$ cat src/rtl/pwm_timebase.sv
module pwm_timebase #(
  parameter int CW = 16,
  parameter int PSW = 3,
  parameter logic [CW-1:0] RESET_PERIOD = '1
) (
  input  logic           clk,
  input  logic           rst_n,
  input  logic [1:0]     mode,
  input  logic [PSW-1:0] prescale,
  input  logic           prd_wr,
  input  logic [CW-1:0]  prd_data,
  input  logic [1:0]     ld_mode,
  input  logic           oneshot_arm,
  input  logic           sync_en,
  input  logic           sync_in,
  input  logic           sync_sw,
  input  logic [CW-1:0]  phase,
  input  logic           sync_dir,
  input  logic [1:0]     sync_sel,
  output logic [CW-1:0]  count,
  output logic           dir_up,
  output logic           zero_evt,
  output logic           prd_evt,
  output logic           sync_out
);
  localparam int DIVW = (1 << PSW) - 1;
  localparam logic [1:0] M_UP = 2'd0, M_DN = 2'd1, M_UD = 2'd2, M_STOP = 2'd3;
  localparam logic [1:0] L_IMM = 2'd0, L_ZERO = 2'd1, L_ONCE = 2'd2;

  logic [DIVW-1:0] pre_q, pre_lim;
  logic [CW-1:0]   cnt_q, per_q, shd_q, nxt;
  logic            up_q, nxt_up, arm_q, zev_q, pev_q;

  wire running = mode != M_STOP;
  wire sync_hit = sync_in | sync_sw;
  wire sync_ld = sync_en & sync_hit;
  assign pre_lim = ~({DIVW{1'b1}} << prescale);
  wire tick = running && (pre_q == pre_lim);
  wire adv = tick && !sync_ld;
  wire at_zero = adv && (nxt == '0);
  wire copy_shd = at_zero && (ld_mode == L_ZERO || (ld_mode == L_ONCE && arm_q));

  always_comb begin
    nxt = cnt_q;
    nxt_up = up_q;
    case (mode)
      M_UP: begin
        nxt_up = 1'b1;
        nxt = (cnt_q >= per_q) ? '0 : cnt_q + CW'(1);
      end
      M_DN: begin
        nxt_up = 1'b0;
        nxt = (cnt_q == '0) ? per_q : cnt_q - CW'(1);
      end
      M_UD: begin
        if (per_q == '0) nxt = '0;
        else if (up_q) begin
          if (cnt_q >= per_q) begin
            nxt = cnt_q - CW'(1);
            nxt_up = 1'b0;
          end else nxt = cnt_q + CW'(1);
        end else if (cnt_q == '0) begin
          nxt = CW'(1);
          nxt_up = 1'b1;
        end else nxt = cnt_q - CW'(1);
      end
      default: ;
    endcase
  end

  always_ff @(posedge clk or negedge rst_n) begin
    if (!rst_n) pre_q <= '0;
    else if (sync_ld) pre_q <= '0;
    else if (running) pre_q <= tick ? '0 : pre_q + DIVW'(1);
  end

  always_ff @(posedge clk or negedge rst_n) begin
    if (!rst_n) begin
      cnt_q <= '0;
      up_q <= 1'b1;
      zev_q <= 1'b0;
      pev_q <= 1'b0;
    end else begin
      zev_q <= at_zero;
      pev_q <= adv && (nxt == per_q);
      if (sync_ld) begin
        cnt_q <= phase;
        if (mode == M_UD) up_q <= sync_dir;
      end else if (adv) begin
        cnt_q <= nxt;
        up_q <= nxt_up;
      end
    end
  end

  always_ff @(posedge clk or negedge rst_n) begin
    if (!rst_n) begin
      per_q <= RESET_PERIOD;
      shd_q <= RESET_PERIOD;
      arm_q <= 1'b0;
    end else begin
      if (prd_wr) shd_q <= prd_data;
      if (prd_wr && ld_mode == L_IMM) per_q <= prd_data;
      else if (copy_shd) per_q <= shd_q;
      if (oneshot_arm) arm_q <= 1'b1;
      else if (at_zero && ld_mode == L_ONCE) arm_q <= 1'b0;
    end
  end

  always_comb begin
    case (sync_sel)
      2'd1: sync_out = sync_hit;
      2'd2: sync_out = zev_q;
      2'd3: sync_out = pev_q;
      default: sync_out = 1'b0;
    endcase
  end

  assign count = cnt_q;
  assign dir_up = up_q;
  assign zero_evt = zev_q;
  assign prd_evt = pev_q;

  AST_UP_STEP: assert property (@(posedge clk) disable iff (!rst_n)
    (mode == M_UP && adv && cnt_q < per_q) |=> cnt_q == $past(cnt_q) + CW'(1));
  AST_ZERO_EVT: assert property (@(posedge clk) disable iff (!rst_n)
    zev_q |-> cnt_q == '0);
  AST_DOWN_RELOAD: assert property (@(posedge clk) disable iff (!rst_n)
    (mode == M_DN && adv && cnt_q == '0) |=> cnt_q == $past(per_q));
  AST_HOLD_NO_TICK: assert property (@(posedge clk) disable iff (!rst_n)
    (!tick && !sync_ld) |=> $stable(cnt_q));
  AST_SYNC_LOAD: assert property (@(posedge clk) disable iff (!rst_n)
    sync_ld |=> cnt_q == $past(phase));
  AST_SYNC_DIR: assert property (@(posedge clk) disable iff (!rst_n)
    (sync_ld && mode == M_UD) |=> up_q == $past(sync_dir));
endmodule

$ cat config.mk
export PLATFORM = sky130hd
export DESIGN_NAME = pwm_timebase
export DESIGN_NICKNAME = d
export VERILOG_FILES = /design/src/rtl/pwm_timebase.sv
export SDC_FILE = /design/constraint.sdc
export NUM_CORES = 1
export LEC_CHECK = 0
export BUFFER_PORTS_ARGS = -buffer_cell sky130_fd_sc_hd__buf_2
export CELL_PAD_IN_SITES_DETAIL_PLACEMENT = 0
export CELL_PAD_IN_SITES_GLOBAL_PLACEMENT = 2
export CORE_MARGIN = 8
export CORE_UTILIZATION = 36
export CTS_CLUSTER_DIAMETER = 60
export DETAILED_ROUTE_END_ITERATION = 16
export GPL_TIMING_DRIVEN = 0
export PLACE_DENSITY_LB_ADDON = 0.1
export SYNTH_ARGS = -nofsm -noshare
export SYNTH_HDL_FRONTEND = slang
export SYNTH_SLANG_ARGS = --single-unit
$ cat constraint.sdc
create_clock -name clk -period 5.05 [get_ports clk]
set_clock_uncertainty 0.1 [all_clocks]
set_input_delay 1.01 -clock clk [delete_from_list [all_inputs] [get_ports clk]]
set_output_delay 1.01 -clock clk [all_outputs]
set_load 0.05 [all_outputs]
==> results of run 1 <==
==> stage by stage <==
stage	worst slack (ns)	hold WS [ns]	total power [uW]	cell area, um2
floorplan	0.9380	0.3413	1335	5293
global placement	-0.1875	0.3502	1643	5858
detailed placement	0.2363	0.3578	1650	5863
CTS	0.1798	0.3701	2275	6162
global route	0.09996	0.3774	2402	6176
finish	0.3565	0.3682	2272	6176
==> Yosys cell counts, drive strengths merged, types with 4 or more instances <==
cell type  instances
nor4              18
a22oi              5
mux2              19
a21oi             33
dfstp             33
nor3              14
nor2b              7
ha                20
mux2i             51
nor2              42
buf               16
o31ai              7
nand2             55
a221o              5
clkbuf            19
o21a               4
o21ai             48
inv               25
nand3             11
a31oi              6
o22ai              4
xor2              13
o221ai             4
and3               4
dfrtp             26
xnor2             35
nand4             10
or3                5
==> worst max-delay path: cells and delay by family, from the launching register on <==
family | cells | cell delay, ns
mux | 1 | 0.21
flops | 1 | 0.63
simple gates | 3 | 1.03
compound gates | 6 | 1.92
fa+ha+maj | 1 | 0.32
buf+inv | 2 | 0.39
==> worst max path at each step <==
stage | from | to | slack [ns] | cells after the start
after global placement | mode[0] | per_q[6]$_DFFE_PN1P_ | -0.19 | 10
final | per_q[7]$_DFFE_PN1P_ | per_q[6]$_DFFE_PN1P_ | 0.36 | 13
after floorplan | count[1]$_DFFE_PN0N_ | per_q[10]$_DFFE_PN1P_ | 0.94 | 13
after global routing | per_q[7]$_DFFE_PN1P_ | per_q[8]$_DFFE_PN1P_ | 0.1 | 13
after detailed placement | per_q[1]$_DFFE_PN1P_ | per_q[6]$_DFFE_PN1P_ | 0.24 | 14
after CTS | per_q[1]$_DFFE_PN1P_ | per_q[6]$_DFFE_PN1P_ | 0.18 | 14
==> cell type report <==
| type | instances | share of cell area (%) |
|---|---|---|
| multi-input cells | 478 | 56.67 |
| inverters | 25 | 1.519 |
| clock inverters | 2 | 0.5673 |
| well taps | 184 | 3.728 |
| flip-flops and latches | 59 | 24.57 |
| repair buffers | 67 | 5.470 |
| clock buffers | 14 | 4.275 |
| plain buffers | 35 | 3.201 |
==> timing repair <==
item | CTS | global route
endpoints found under the setup margin | 0 | 10
gates resized for setup | 0 | 2
hold endpoints to repair | 0 | 0
==> sequential cells by signal, summed over array words and instances (netlist names) <==
| signal | flops |
|---|---|
| zero_evt | 1 |
| per_q | 16 |
| pre_q | 7 |
| arm_q | 1 |
| dir_up | 1 |
| prd_evt | 1 |
| shd_q | 16 |
| count | 16 |
==> power groups by stage <==
stage | logic, uW | clock network, uW | registers, uW
2_1_floorplan | 616 | 0 | 719
3_3_place_gp | 945 | 0 | 698
3_5_place_dp | 953 | 0 | 697
4_1_cts | 961 | 624 | 690
5_1_grt | 1060 | 644 | 702
6_report | 970 | 610 | 691
==> logic make-up after synthesis <==
logic type      Yosys count
fa+ha+maj                20
xor+xnor                 48
flops                    59
simple gates            186
mux                      70
compound gates          154
buf+inv                  60
==> routing by layer <==
layer  up-vias  global-route usage, %  wire length [um]
met3        40                  4.012               996
met4         0                  7.966               563
met1      2472                  27.53              8721
met2       148                  34.16              9227
met5         -                      0                 0
li1       2365                      -                 -
==> flow_metrics.env, run 1 <==
export IMPL_outcome="finished, final reports clean"
export IMPL_row_count=44
export IMPL_yosysTopAreaCell="dfstp_2"
export IMPL_rsz0062_at_grt="false"
export IMPL_io_buffer_count=67
export IMPL_synth_mux_area_share_pct=13.76
export IMPL_synth_area_um2=5293
export IMPL_clk_latency_ns=0.33
export IMPL_crit_fanout=10
export IMPL_drt_pre_antenna_iters=5
export IMPL_syn_to_final_growth_pct=16.69
export IMPL_synth_edf_count=0
export IMPL_grt_max_degree=60
export IMPL_period_share_pct=92.94
export IMPL_hold_path_class="reg2reg"
export IMPL_gp_congestion=0.9183
export IMPL_multi_input_area_um2=3500
export IMPL_synth_fp_nets=666
export IMPL_final_layout_size_suffix_gt1_share_pct=25.44
export IMPL_period_needed_ns=4.693
export IMPL_slew_headroom_pct=30.01
export IMPL_p_int_uw=1336
export IMPL_overflow=0
export IMPL_r2r_cells=13
export IMPL_reg2reg_from="per_q[7]$_DFFE_PN1P_"
export IMPL_clk_path_buf_depth=2
export IMPL_pwr_share_comb_pct=42.7
export IMPL_vias_per_cell=5.816
export IMPL_synth_xor_area_share_pct=7.943
export IMPL_io_pins=69
export IMPL_holdPathStages=1
export IMPL_synthAdderAreaFrac_pct=4.728
export IMPL_clkSinkCount=59
export IMPL_synth_simple_gate_area_share_pct=19.72
export IMPL_cp_slowest_cell="o31ai_4"
export IMPL_r2r_setup_slack_ns=0.36
export IMPL_cts_setup_buffers=0
export IMPL_cts_max_level=3
export IMPL_diodes=0
export IMPL_finalSetupViolCount=0
export IMPL_stdcell_count=864
export IMPL_vias=5025
export IMPL_synth_compound_area_share_pct=19.67
export IMPL_rr_endpoint="per_q[6]$_DFFE_PN1P_"
export IMPL_worstSetupPathType="reg2reg"
export IMPL_power_density_nw_per_um2=367.8
export IMPL_fillers=1491
export IMPL_root_buffer="clkbuf_16"
export IMPL_synth_top_family_by_area="simple AND/OR/NAND/NOR gates"
export IMPL_mostFrequentLayoutCell="buf_2"
export IMPL_yosysWarningCount=0
export IMPL_synthCells=597
export IMPL_track_usage_pct=21.19
export IMPL_hold_viol_final=0
export IMPL_routed_wl_um=19510
export IMPL_antenna_found_initial=0
export IMPL_worstHoldStart="arm_q$_DFFE_PN0P_"
export IMPL_synth_distinct_cells=83
export IMPL_dpl_hpwl_um=15530
export IMPL_ir_drop_v=0.0002570
export IMPL_core_um2=14420
export IMPL_initial_core_util_pct=36.69
export IMPL_postSynthAreaPerCell_um2=8.865
export IMPL_grt_pass1_wl_um=30170
export IMPL_seq_area_um2=1518
export IMPL_p_seq_share_pct=30.4
export IMPL_die_area_um2=18840
export IMPL_sw_frac_of_total_pct=41.18
export IMPL_clkPwrFrac_pct=26.9
export IMPL_max_cap_viol_count=0
export IMPL_cp_arrival_ns=4.84
export IMPL_post_drt_wl_per_cell_um=22.58
export IMPL_cp_cell_sequence="inv_1 -> ha_1 -> nand2_1 -> o21ai_0 -> o2bb2ai_2 -> nor3_2 -> o21ai_1 -> a221oi_1 -> o221a_2 -> nand4bb_1 -> o31ai_4 -> buf_8 -> mux2i_1"
export IMPL_holdPathEnd="arm_q$_DFFE_PN0P_"
export IMPL_tns_ns=0
export IMPL_cts_tree="yes"
export IMPL_ys_async_sr_fraction_pct=100.0
export IMPL_final_max_slew_viol_count=0
export IMPL_drc=0
export IMPL_dieWidth_um=137.3
export IMPL_place_inst=848
export IMPL_synth_top_area_share_pct=16.38
export IMPL_required_ns=5.20
export IMPL_slowest_delay_ns=0.64
export IMPL_path_clk_slew_ns=0.05
export IMPL_end_kind="flip-flop"
export IMPL_switching_power_uw=935.4
export IMPL_holdBufCountCts=0
export IMPL_synth_seq_area_share_pct=28.68
export IMPL_power_leakage_uw=0.002544
export IMPL_ys_ff_latch=59
export IMPL_worst_pin_slew_ns=1.033
export IMPL_synthFlopType="dfstp_2"
export IMPL_final_nets=744
export IMPL_synth_area_top_cells="dfstp_2 16%, dfrtp_1 12%, mux2i_1 9.6%, xnor2_1 5.8%, ha_1 4.7%"
export IMPL_cp_start_kind="flip-flop"
export IMPL_clock_fmax_mhz=213.1
export IMPL_grt_pass1_vias=5067
export IMPL_numCtsBuffers=9
export IMPL_ant_nets=0
export IMPL_die_h_um=137.3
export IMPL_drtIter0Drc=359
export IMPL_final_cell_mix="74 x buf_2, 54 x nand2_1, 51 x mux2i_1"
export IMPL_postLayoutCoreUtil_pct=42.82
(Power assumes the default switching activity.)
==> run 2: changes to the inputs <==
Settings changed: CORE_MARGIN 8 to 5.
==> run 2 against run 1 <==
Effect of this change:
- register-to-register slack got worse by 0.10 ns
- first-iteration DRC count grew 3.3%
- combinational power is essentially flat
- via count down 0.14%
- sequential share of layout area is essentially flat
- maximum frequency decreased by 2.1%
- final area about the same
- worst hold slack better by 0.0026 ns
- non-clock buffer count unchanged
- critical path depth grew 1
- clock power grew 2%
- global-route usage increased by 1.3 points
==> flow_metrics.env, run 2 (same netlist as run 1, synthesis figures left out) <==
export IMPL_clock_fmax_mhz=208.6
export IMPL_path_clk_slew_ns=0.06
export IMPL_final_nets=744
export IMPL_die_h_um=131.3
export IMPL_overflow=0
export IMPL_slowest_delay_ns=0.59
export IMPL_cp_cell_sequence="inv_1 -> ha_1 -> nor4b_2 -> nand4_2 -> buf_6 -> o31ai_1 -> a21oi_1 -> a21oi_1 -> a2bb2oi_2 -> o311a_1 -> nand4b_2 -> o31ai_4 -> buf_8 -> mux2i_1"
export IMPL_cp_slowest_cell="o31ai_4"
export IMPL_cp_common_cell="a21oi_1"
export IMPL_clk_path_buf_depth=2
export IMPL_switching_power_uw=958.1
export IMPL_hold_path_class="reg2reg"
export IMPL_place_inst=848
export IMPL_io_pins=69
export IMPL_clk_latency_ns=0.33
export IMPL_slew_headroom_pct=24.52
export IMPL_final_layout_size_suffix_gt1_share_pct=25.88
export IMPL_worstSetupPathType="reg2reg"
export IMPL_p_seq_share_pct=30.2
export IMPL_final_max_slew_viol_count=0
export IMPL_ant_nets=0
export IMPL_dpl_hpwl_um=15480
export IMPL_outcome="finished, final reports clean"
export IMPL_initial_core_util_pct=36.55
export IMPL_end_kind="flip-flop"
export IMPL_grt_max_degree=60
export IMPL_clkPwrFrac_pct=27.2
export IMPL_antenna_found_initial=0
export IMPL_finalSetupViolCount=0
export IMPL_clkSinkCount=59
export IMPL_numCtsBuffers=9
export IMPL_drc=0
export IMPL_fillers=1481
export IMPL_dieWidth_um=131.3
export IMPL_track_usage_pct=22.45
export IMPL_rsz0062_at_grt="false"
export IMPL_gp_congestion=0.9772
export IMPL_vias_per_cell=5.808
export IMPL_worst_pin_slew_ns=1.115
export IMPL_cp_arrival_ns=4.94
export IMPL_crit_fanout=10
export IMPL_ir_drop_v=0.0002356
export IMPL_final_cell_mix="74 x buf_2, 54 x nand2_1, 51 x mux2i_1"
export IMPL_p_int_uw=1323
export IMPL_pwr_share_comb_pct=42.6
export IMPL_routed_wl_um=19510
export IMPL_power_density_nw_per_um2=369.2
export IMPL_required_ns=5.20
export IMPL_grt_pass1_wl_um=30230
export IMPL_core_um2=14480
export IMPL_holdBufCountCts=0
export IMPL_cts_max_level=3
export IMPL_setup_ws_ns=0.2563
export IMPL_root_buffer="clkbuf_16"
export IMPL_cts_tree="yes"
export IMPL_diodes=0
export IMPL_io_buffer_count=67
export IMPL_post_drt_wl_per_cell_um=22.58
export IMPL_vias=5018
export IMPL_period_share_pct=94.93
export IMPL_row_count=44
export IMPL_mostFrequentLayoutCell="buf_2"
export IMPL_dp_slack_ns=0.2305
export IMPL_sw_frac_of_total_pct=42.00
export IMPL_hold_viol_final=0
export IMPL_drtIter0Drc=371
export IMPL_max_cap_viol_count=0
export IMPL_power_leakage_uw=0.002547
export IMPL_period_needed_ns=4.794
export IMPL_grt_pass1_vias=5015
export IMPL_die_area_um2=17230
export IMPL_drt_pre_antenna_iters=5
export IMPL_stdcell_count=864
export IMPL_finalPower_uw=2281
export IMPL_cp_start_kind="flip-flop"
export IMPL_syn_to_final_growth_pct=16.74
==> run 2: cell types whose count changed in the layout (fill, tap and decap cells not counted) <==
cell        previous run  this run
clkbuf_1              22        19
clkbuf_8               2         1
clkinv_2               1         2
clkinvlp_4             0         1
inv_4                  0         1
inv_6                  0         1
==> run 2: timing repair <==
action	CTS	global route
setup buffers	0	0
setup endpoints to repair	0	3
resized for setup	0	2
==> run 2: path summary, 6_finish.rpt <==
| path | cells after the start | start | slack, ns | endpoint |
|---|---|---|---|---|
| worst min register to register | 1 | arm_q$_DFFE_PN0P_ | 0.37 | arm_q$_DFFE_PN0P_ |
| worst max register to register | 14 | count[0]$_DFFE_PN0N_ | 0.26 | per_q[8]$_DFFE_PN1P_ |
| worst min-delay path | 1 | arm_q$_DFFE_PN0P_ | 0.37 | arm_q$_DFFE_PN0P_ |
| min in group asynchronous | 1 | rst_n | 0.65 | pre_q[5]$_DFFE_PN0P_ |
| worst max-delay path | 14 | count[0]$_DFFE_PN0N_ | 0.26 | per_q[8]$_DFFE_PN1P_ |
| max in group asynchronous | 1 | rst_n | 3.70 | count[1]$_DFFE_PN0N_ |
==> run 2: area by class of cell <==
class                      count  area, um2  share of cell area (%)
buffer                        35      197.7                   3.200
clock buffer                  10      239.0                   3.868
clock inverter                 6      62.56                   1.013
inverter                      25      93.84                   1.519
multi-input combinational    478       3500                   56.64
sequential                    59       1518                   24.56
tap                          184      230.2                   3.726
timing repair buffer          67      337.8                   5.468
==> run 2: per-layer routing <==
metal	part of all wire, %	up-vias	track usage [%]	routed length, um
met5	0	-	0	0
li1	-	2366	-	-
met1	46	2466	30.69	8977
met4	3.8	0	9.714	750
met3	4.9	38	4.167	950
met2	45	148	34.73	8828
==> run 2: critical path: cells and delay by family (launching register included) <==
family / cells / cell delay [ns]
flip-flops: 1 / 0.50
multiplexers: 1 / 0.20
buffers and inverters: 3 / 0.69
AND/OR/NAND/NOR: 3 / 1.07
adder cells (fa/ha/maj): 1 / 0.15
AO/OA/AOI/OAI: 6 / 1.96
==> run 2: per-stage QoR <==
stage          setup TNS, ns  hold slack (ns)  utilization [%]  area (um2)
2_1_floorplan              0           0.3413                -        5293
3_3_place_gp          -1.015           0.3501            40.46        5858
3_5_place_dp               0           0.3629            40.49        5863
4_1_cts                    0           0.3762            42.58        6165
5_1_grt                    0           0.3890            42.67        6178
6_report                   0           0.3708            42.67        6178
==> run 2: power by group through the flow <==
stage | Sequential, uW | Clock, uW | Combinational (uW)
global placement | 694 | 0 | 947
finish | 689 | 621 | 971
detailed placement | 694 | 0 | 955
global route | 700 | 670 | 1050
floorplan | 719 | 0 | 616
CTS | 687 | 640 | 961
==> run 3: changes to the inputs <==
Settings changed: MAX_ROUTING_LAYER set to met4.
==> run 3 against run 2 <==
Effect of this change:
- utilization increased by 0.11 points
- sequential cell count unchanged
- combinational power is essentially flat
- die area unchanged
- routed wire length fell by 0.43%
- global-route usage is 0.30 points higher
- clock power up 6.0%
- first-iteration DRC count up 24%
- sequential power hardly changed
- maximum frequency about the same
- largest power group unchanged
==> flow_metrics.env, run 3 (same netlist as run 1, synthesis figures left out) <==
export IMPL_outcome="finished, final reports clean"
export IMPL_ir_drop_v=0.0002035
export IMPL_period_share_pct=94.97
export IMPL_post_drt_wl_per_cell_um=22.48
export IMPL_rsz0062_at_grt="false"
export IMPL_post_cts_resized=0
export IMPL_ant_nets=0
export IMPL_cts_setup_buffers=0
export IMPL_drt_pre_antenna_iters=5
export IMPL_final_layout_size_suffix_gt1_share_pct=25.74
export IMPL_vias_per_cell=5.838
export IMPL_root_buffer="clkbuf_16"
export IMPL_worstSetupPathType="reg2reg"
export IMPL_hold_viol_final=0
export IMPL_numCtsBuffers=9
export IMPL_diodes=0
export IMPL_hold_path_class="reg2reg"
export IMPL_grt_pass1_vias=5046
export IMPL_end_kind="flip-flop"
export IMPL_drc=0
export IMPL_clock_fmax_mhz=208.5
export IMPL_power_leakage_uw=0.002549
export IMPL_cp_arrival_ns=4.95
export IMPL_power_density_nw_per_um2=374.6
export IMPL_fillers=1490
export IMPL_slew_headroom_pct=26.81
export IMPL_path_clk_slew_ns=0.06
export IMPL_final_cell_mix="74 x buf_2, 54 x nand2_1, 51 x mux2i_1"
export IMPL_worst_pin_slew_ns=1.081
export IMPL_dieWidth_um=131.3
export IMPL_grt_max_degree=60
export IMPL_track_usage_pct=22.76
export IMPL_die_area_um2=17230
export IMPL_period_needed_ns=4.796
export IMPL_syn_to_final_growth_pct=17.04
export IMPL_vias=5044
export IMPL_initial_core_util_pct=36.55
export IMPL_grt_pass1_wl_um=29990
export IMPL_io_buffer_count=67
export IMPL_holdBufCountCts=0
export IMPL_tns_ns=0
export IMPL_routed_wl_um=19420
export IMPL_cts_tree="yes"
export IMPL_core_um2=14480
export IMPL_clk_path_buf_depth=2
export IMPL_gp_congestion=1.005
export IMPL_final_nets=744
export IMPL_clk_latency_ns=0.33
export IMPL_cts_max_level=3
export IMPL_row_count=44
export IMPL_io_pins=69
export IMPL_cp_start_kind="flip-flop"
export IMPL_finalPower_uw=2320
export IMPL_finalSetupViolCount=0
export IMPL_r2r_cells=14
export IMPL_die_h_um=131.3
export IMPL_mostFrequentLayoutCell="buf_2"
export IMPL_crit_fanout=10
export IMPL_drtIter0Drc=460
export IMPL_dpl_hpwl_um=15380
export IMPL_clkSinkCount=59
export IMPL_final_max_slew_viol_count=0
export IMPL_required_ns=5.20
export IMPL_antenna_found_initial=0
export IMPL_overflow=0
export IMPL_holdPathStages=1
export IMPL_max_cap_viol_count=0
-- run 3: changes by cell type in the layout (fill, tap and decap cells not counted) --
cell / delta
a2bb2oi_2: -1
clkinvlp_4: +1
clkinv_2: -2
bufinv_16: +1
a2bb2oi_1: +1
clkbuf_8: -1
clkinv_4: +1
-- run 3: worst max-delay path, cell delays in order (launching register included) --
cell	delay, ns
dfrtp_1	0.50
inv_1	0.18
ha_1	0.16
nor4b_2	0.43
nand4_2	0.43
buf_6	0.29
o31ai_1	0.46
a21oi_1	0.08
a21oi_1	0.19
a2bb2oi_2	0.36
o311a_1	0.29
nand4b_2	0.21
o31ai_4	0.59
buf_8	0.23
mux2i_1	0.20
-- run 3: metal layers --
layer / wire length (um) / GRT usage, % / vias up
met4: 492 / 7.257 / 0
met3: 1065 / 2.638 / 37
met2: 9096 / 35.72 / 185
li1: - / - / 2362
met5: 0 / - / -
met1: 8767 / 30.79 / 2460
-- run 3: final timing paths --
check | from | to | slack [ns]
worst max-delay path | count[0]$_DFFE_PN0N_ | per_q[10]$_DFFE_PN1P_ | 0.25
worst min-delay path | arm_q$_DFFE_PN0P_ | arm_q$_DFFE_PN0P_ | 0.37
worst max register to register | count[0]$_DFFE_PN0N_ | per_q[10]$_DFFE_PN1P_ | 0.25
worst min register to register | arm_q$_DFFE_PN0P_ | arm_q$_DFFE_PN0P_ | 0.37
max in group asynchronous | rst_n | count[2]$_DFFE_PN0N_ | 3.71
min in group asynchronous | rst_n | pre_q[6]$_DFFE_PN0P_ | 0.63
-- run 3: cell type report --
cell class                 instances  area, um2  share of cell area (%)
timing repair buffer              67      337.8                   5.453
clock inverter                     7      98.84                   1.596
inverter                          25      93.84                   1.515
multi-input combinational        478       3493                   56.39
tap                              184      230.2                   3.716
sequential                        59       1518                   24.50
buffer                            35      197.7                   3.191
clock buffer                       9      225.2                   3.636
-- run 3: power breakdown --
group / total [uW] / internal [uW] / switching [uW]
clock: 658 / 434 / 224
combinational: 974 / 347 / 627
sequential: 688 / 581 / 108
total: 2320 / 1360 / 959
-- run 3: through the flow --
stage	instances	area [um2]	hold WS (ns)	utilization (%)	worst slack (ns)
2_1_floorplan	597	5293	0.3413	-	0.9380
3_3_place_gp	848	5858	0.3504	40.46	-0.09863
3_5_place_dp	848	5863	0.3593	40.49	0.2668
4_1_cts	864	6187	0.3728	42.73	0.2165
5_1_grt	864	6195	0.3992	42.78	0.03238
6_report	864	6195	0.3680	42.78	0.2539
